==> src/rtl/tdm_tx_pkg.sv <==
package tdm_tx_pkg;
  // Queue entries are left-aligned in this width.
  localparam int WORD_W = 32;

  // Per-bit strobes from the frame sequencer to the datapath.
  typedef struct packed {
    logic       launch;  // a new serial bit is produced this cycle
    logic       lead;    // the bit is the early-sync lead-in bit
    logic       load;    // first bit of a slot
    logic       masked;  // current slot is masked
    logic [4:0] bitIdx;  // bit position inside the slot
  } txStrobe_t;

  function automatic logic [5:0] wordBitsOf(input logic [3:0] code);
    return (code >= 4'hb) ? 6'd24 : ({1'b0, code, 1'b0} + 6'd2);
  endfunction
endpackage

==> src/rtl/tdm_tx_ctrl.sv <==
module tdm_tx_ctrl
  import tdm_tx_pkg::*;
#(
  parameter int MAX_SLOTS = 32,
  localparam int SLOT_W = $clog2(MAX_SLOTS)
) (
  input  logic                 clk,
  input  logic                 rstN,
  input  logic                 running,
  input  logic                 bitTick,
  input  logic [5:0]           wordBits,
  input  logic [SLOT_W-1:0]    slotsM1,
  input  logic                 fallLaunch,
  input  logic                 fsInvert,
  input  logic                 fsOneBit,
  input  logic                 fsEarly,
  input  logic [MAX_SLOTS-1:0] slotMask,
  output logic                 sclk,
  output logic                 fsOut,
  output txStrobe_t            st
);
  logic [4:0]        bitCnt;
  logic [SLOT_W-1:0] slotCnt;
  logic              leadPend;
  logic              launch, lead, lastBit, lastSlot, fsActNow;

  // A new bit is launched when sclk leaves its idle level.
  assign launch   = running && bitTick && (sclk == fallLaunch);
  assign lead     = launch && leadPend && fsEarly;
  assign lastBit  = ({1'b0, bitCnt} == (wordBits - 6'd1));
  assign lastSlot = (slotCnt == slotsM1);

  always_comb begin
    if (lead) begin
      fsActNow = 1'b1;
    end else if (fsEarly) begin
      fsActNow = fsOneBit ? (lastBit && lastSlot)
                          : ((lastBit && lastSlot) || (slotCnt == '0 && !lastBit));
    end else begin
      fsActNow = fsOneBit ? (slotCnt == '0 && bitCnt == '0) : (slotCnt == '0);
    end
  end

  always_ff @(posedge clk or negedge rstN) begin
    if (!rstN) begin
      sclk     <= 1'b0;
      fsOut    <= 1'b0;
      bitCnt   <= '0;
      slotCnt  <= '0;
      leadPend <= 1'b1;
    end else if (!running) begin
      sclk     <= fallLaunch;
      fsOut    <= fsInvert;
      bitCnt   <= '0;
      slotCnt  <= '0;
      leadPend <= 1'b1;
    end else begin
      if (bitTick) sclk <= ~sclk;
      if (launch) begin
        fsOut    <= fsActNow ^ fsInvert;
        leadPend <= 1'b0;
        if (!lead) begin
          if (lastBit) begin
            bitCnt  <= '0;
            slotCnt <= lastSlot ? '0 : slotCnt + 1'b1;
          end else begin
            bitCnt <= bitCnt + 5'd1;
          end
        end
      end
    end
  end

  assign st.launch = launch;
  assign st.lead   = lead;
  assign st.load   = launch && !lead && (bitCnt == '0);
  assign st.masked = slotMask[slotCnt];
  assign st.bitIdx = bitCnt;
endmodule

==> src/rtl/tdm_tx_dp.sv <==
module tdm_tx_dp
  import tdm_tx_pkg::*;
#(
  parameter int DEPTH = 4,
  localparam int PTR_W = $clog2(DEPTH)
) (
  input  logic              clk,
  input  logic              rstN,
  input  logic              running,
  input  txStrobe_t         st,
  input  logic [5:0]        wordBits,
  input  logic              lsbFirst,
  input  logic              wrValid,
  input  logic [WORD_W-1:0] wrData,
  output logic              wrReady,
  input  logic              clrUnderrun,
  output logic              sdOut,
  output logic              underrun
);
  // DEPTH is a power of two so the pointers wrap on their own.
  logic [WORD_W-1:0] mem [DEPTH];
  logic [PTR_W-1:0]  rdPtr, wrPtr;
  logic [PTR_W:0]    count;
  logic [WORD_W-1:0] wordReg, pick, curWord;
  logic [5:0]        idx;
  logic              empty, push, pop, starve, outBit;

  assign empty   = (count == '0);
  assign wrReady = (count != (PTR_W+1)'(DEPTH));
  assign push    = wrValid && wrReady;
  assign pop     = st.load && !st.masked && !empty;
  assign starve  = st.load && !st.masked && empty;

  always_ff @(posedge clk) begin
    if (push) mem[wrPtr] <= wrData;
  end

  always_ff @(posedge clk or negedge rstN) begin
    if (!rstN) begin
      rdPtr <= '0;
      wrPtr <= '0;
      count <= '0;
    end else begin
      if (push) wrPtr <= wrPtr + 1'b1;
      if (pop)  rdPtr <= rdPtr + 1'b1;
      count <= count + {{PTR_W{1'b0}}, push} - {{PTR_W{1'b0}}, pop};
    end
  end

  always_comb begin
    pick    = (st.masked || empty) ? '0 : mem[rdPtr];
    curWord = st.load ? pick : wordReg;
    if (lsbFirst) idx = 6'(WORD_W) - wordBits + {1'b0, st.bitIdx};
    else          idx = 6'(WORD_W - 1) - {1'b0, st.bitIdx};
    outBit = curWord[idx[4:0]];
  end

  always_ff @(posedge clk or negedge rstN) begin
    if (!rstN) begin
      sdOut   <= 1'b0;
      wordReg <= '0;
    end else if (!running) begin
      sdOut <= 1'b0;
    end else if (st.launch) begin
      sdOut <= st.lead ? 1'b0 : outBit;
      if (st.load) wordReg <= pick;
    end
  end

  always_ff @(posedge clk or negedge rstN) begin
    if (!rstN)            underrun <= 1'b0;
    else if (starve)      underrun <= 1'b1;
    else if (clrUnderrun) underrun <= 1'b0;
  end
endmodule

==> src/rtl/tdm_audio_tx.sv <==
module tdm_audio_tx
  import tdm_tx_pkg::*;
#(
  parameter int MAX_SLOTS = 32,
  parameter int DEPTH = 4,
  localparam int SLOT_W = $clog2(MAX_SLOTS)
) (
  input  logic                 clk,
  input  logic                 rstN,
  input  logic                 bitTick,
  input  logic                 enable,
  input  logic                 txEnable,
  input  logic [3:0]           wordCode,
  input  logic [SLOT_W-1:0]    slotsM1,
  input  logic                 lsbFirst,
  input  logic                 fallLaunch,
  input  logic                 fsInvert,
  input  logic                 fsOneBit,
  input  logic                 fsEarly,
  input  logic [MAX_SLOTS-1:0] slotMask,
  input  logic                 wrValid,
  input  logic [WORD_W-1:0]    wrData,
  output logic                 wrReady,
  input  logic                 clrUnderrun,
  output logic                 sclk,
  output logic                 fsOut,
  output logic                 sdOut,
  output logic                 underrun
);
  txStrobe_t  st;
  logic       running;
  logic [5:0] wordBits;

  assign running  = enable && txEnable;
  assign wordBits = wordBitsOf(wordCode);

  tdm_tx_ctrl #(.MAX_SLOTS(MAX_SLOTS)) ctrl (
    .clk(clk), .rstN(rstN), .running(running), .bitTick(bitTick),
    .wordBits(wordBits), .slotsM1(slotsM1), .fallLaunch(fallLaunch),
    .fsInvert(fsInvert), .fsOneBit(fsOneBit), .fsEarly(fsEarly),
    .slotMask(slotMask), .sclk(sclk), .fsOut(fsOut), .st(st)
  );

  tdm_tx_dp #(.DEPTH(DEPTH)) dp (
    .clk(clk), .rstN(rstN), .running(running), .st(st),
    .wordBits(wordBits), .lsbFirst(lsbFirst), .wrValid(wrValid),
    .wrData(wrData), .wrReady(wrReady), .clrUnderrun(clrUnderrun),
    .sdOut(sdOut), .underrun(underrun)
  );
endmodule

==> config.mk <==
export PLATFORM = sky130hd
export DESIGN_NAME = tdm_audio_tx
export DESIGN_NICKNAME = d
export VERILOG_FILES = /design/src/rtl/tdm_tx_pkg.sv /design/src/rtl/tdm_tx_ctrl.sv /design/src/rtl/tdm_tx_dp.sv /design/src/rtl/tdm_audio_tx.sv
export SDC_FILE = /design/constraint.sdc
export NUM_CORES = 1
export LEC_CHECK = 0
export ABC_CLOCK_PERIOD_IN_PS = 4700
export BUFFER_PORTS_ARGS = -buffer_cell sky130_fd_sc_hd__buf_2
export CAP_MARGIN = 10
export CELL_PAD_IN_SITES_DETAIL_PLACEMENT = 0
export CELL_PAD_IN_SITES_GLOBAL_PLACEMENT = 1
export CORE_ASPECT_RATIO = 0.75
export CORE_MARGIN = 5
export CORE_UTILIZATION = 49
export DETAILED_ROUTE_END_ITERATION = 10
export GPL_ROUTABILITY_DRIVEN = 0
export HOLD_SLACK_MARGIN = 0.15
export PLACE_DENSITY = 0.9
export SETUP_SLACK_MARGIN = 0.02
export SYNTH_ARGS = -nofsm -noshare
export SYNTH_HDL_FRONTEND = slang
export SYNTH_SLANG_ARGS = --single-unit
==> constraint.sdc <==
create_clock -name clk -period 4.7 [get_ports clk]
set_clock_uncertainty 0.15 [all_clocks]
set_input_delay 0.94 -clock clk [delete_from_list [all_inputs] [get_ports clk]]
set_output_delay 0.94 -clock clk [all_outputs]
set_load 0.01 [all_outputs]
==> results.md <==
- Ys flop type: edfxtp_1
- DRC Markers: 0
- Initial antenna violation count: 0
- Syn Inst Count: 579
- FF-to-FF path depth: 10
- RSZ-0062 raised after global routing: no
- DR vias/cell: 5.91
- Largest net degree at the start of global routing: 55
- DR pass1 iterations: 5
- Placed inst area: 0.00912 mm²
- Status: finished, final reports clean
- Slowest cell on the critical path: or4_4
- Area grow syn2layout: 15.1%
- Iteration-0 DRC Markers: 442
- Top cell type's share of synthesized area: 0.457
- Leakage: 3.73 nW
- Die H: 123 µm
- Largest incremental delay on the critical path: 0.81 ns
- Global-route wire length before repair: 29,200 µm
- Switch Pwr: 1.44 mW
- Hold Path Class: reg -> reg
- Minimum clock period: 3.87 ns
- Crit path cell chain: inv_1 -> ha_1 -> or4b_4 -> or4_4 -> a211oi_2 -> nor4b_1 -> o22a_1 -> or4_1 -> nor4_2 -> nor4_1
- Clock power share: 0.274
- CP required: 4.85 ns
- WL/cell: 19.8 µm
- Worst slew margin: 0.342
- CTS Buf Count: 17
- Port bufs: 89
- Design Power: 4.79 mW
- Max-slew violation count: 0
- Post-CTS Setup Bufs: 0
- Routed vias: 5,333
- CTS Hold Bufs: 0
- ANT cells: 0
- Synthesis Warnings: 0
- Setup ws final: 0.826 ns
- Pint: 3.36 mW
- Tightest Pin Transition: 0.987 ns
- Seq pwr share: 0.481
- # IOs: 90
- Hold path depth: 2
- Setup crit start kind: flip-flop
- Max cap viols: 0
- Synth area leader: edfxtp_1
- Clock sinks: 182
- Die width: 161 µm
- Sequential share of the synthesized area: 0.618
- Netlist Area Pre-Place: 0.00840 mm²
- Crit end category: flip-flop
- Comb pwr share: 0.245
- Die area: 0.0199 mm²
- Root Driver: clkbuf_16
- Initial Util: 0.499
- WHS: 0.321 ns
- Total core area: 0.0168 mm²
- Net Sw Frac: 0.300
- Syn Area/Cell: 14.5 µm²
- Gr usage total: 0.189
- Nets: 777
- Fraction of registers with async set/reset: 0.297
- Layout fillers: 1,305
- Worst EP arrival: 4.03 ns
- Vias in the first global route: 5,440
- Post-synthesis cell type count: 63
- Final wirelength: 17,900 µm
- Maximum VDD drop: 0.321 mV
- Peak fanout along the critical path: 47
- DP HPWL: 12,000 µm
- Most common cell in the netlist: edfxtp_1
- Clk Latency, worst-skew pair: 0.43 ns
- Setup TNS: 0 ns
- Post-synth top cells: 128 x edfxtp_1, 53 x dfrtp_1, 44 x nand2_1
- CTS Buffer Depth: 2
- WS Path Type: reg -> reg
- Synth Register Bits: 182
- Power density cells: 496 mW/mm²
- Number of cells upsized or downsized after cts: 0
- Site Rows: 41
- Synth area leaders: edfxtp_1 46%, dfrtp_1 16%, mux4_2 8.6%
- GRT overflow: 0
- Post-synth EDFFs: 128
- Fmax: 258 MHz
- H-tree lvl count: 4
- Setup Viol. Count Final: 0
- Final Hold Fails: 0
- Worst-path clk slew: 0.07 ns
- Layout cell share with drive strength beyond 1: 0.269
- Final ANT Viol Nets: 0
- Mapped Nets: 680
- CTS tree: built
- Pre-CTS setup slack: 0.538 ns
- Fin crit share: 0.824
- Design Area, Final: 0.00967 mm²
cells by family after synthesis:
family | synth area share
buf+inv | 0.0237
simple gates | 0.0773
fa+ha+maj | 0.0259
mux | 0.119
compound gates | 0.114
xor+xnor | 0.0219
flops | 0.618
registers in the layout (all words and copies together), names as in the netlist:
signal,cells
ctrl.sclk,1
dp.count,3
dp.wordReg,32
dp.wrPtr,2
dp.sdOut,1
ctrl.leadPend,1
dp.rdPtr,2
dp.underrun,1
ctrl.bitCnt,5
ctrl.fsOut,1
dp.mem,128
ctrl.slotCnt,5
power groups by stage:
stage	logic, mW	registers, mW	clock network (mW)
after global routing	1.29	2.36	1.42
after floorplan	0.892	2.22	0
after detailed placement	1.18	2.35	0
after global placement	1.14	2.32	0
after CTS	1.18	2.32	1.34
final	1.17	2.31	1.31
path summary, 6_finish.rpt:
kind                                       startpoint                    endpoint  slack (ns)
setup reg to reg           ctrl.bitCnt[0]$_DFFE_PN0P_        dp.sdOut$_DFFE_PN0P_        0.83
setup / recovery           ctrl.bitCnt[0]$_DFFE_PN0P_        dp.sdOut$_DFFE_PN0P_        0.83
min in group asynchronous                        rstN  ctrl.bitCnt[3]$_DFFE_PN0P_        0.49
hold / removal             dp.wordReg[21]$_DFFE_PN0P_  dp.wordReg[21]$_DFFE_PN0P_        0.32
hold reg to reg            dp.wordReg[21]$_DFFE_PN0P_  dp.wordReg[21]$_DFFE_PN0P_        0.32
max in group asynchronous                        rstN     dp.rdPtr[0]$_DFFE_PN0P_        3.37
metal layers:
metal	vias to the layer above	GRT usage	routed length, µm	part of all wire
met5	-	0	0	0
met4	0	0.0586	289	0.016
met3	23	0.0510	1330	0.074
met2	226	0.286	7960	0.44
met1	2615	0.271	8340	0.47
li1	2469	-	-	-
cell usage in the layout (no fill, tap or decap), types with 16 or more instances in the layout:
master / n
buf_4: 16
edfxtp_1: 128
mux2i_1: 23
buf_2: 89
dfrtp_1: 52
a22o_1: 30
nor2_1: 21
o21ai_0: 19
nand2_1: 44
a21oi_1: 16
clkbuf_16: 17
inv_1: 20
mux4_2: 32
critical path: cells and delay by family, from the launching register on:
family	cells	cell delay (ns)
AND/OR/NAND/NOR	6	2.23
AO/OA/AOI/OAI	2	0.56
flip-flops	1	0.49
adder cells (fa/ha/maj)	1	0.14
buffers and inverters	1	0.15
final cells by class:
class	count	area [µm²]	area share
Clock buffer	17	425	0.0440
Clock inverter	14	120	0.0124
Sequential cell	182	5200	0.538
Timing Repair Buffer	105	566	0.0585
Inverter	20	75.1	0.00776
Multi-Input combinational cell	350	3020	0.312
Tap cell	215	269	0.0278
stage by stage:
stage,utilization,cells
floorplan,-,579
global placement,0.542,872
detailed placement,0.542,872
CTS,0.575,903
global route,0.575,903
finish,0.575,903
No activity file was read; power rests on OpenSTA's default activity.
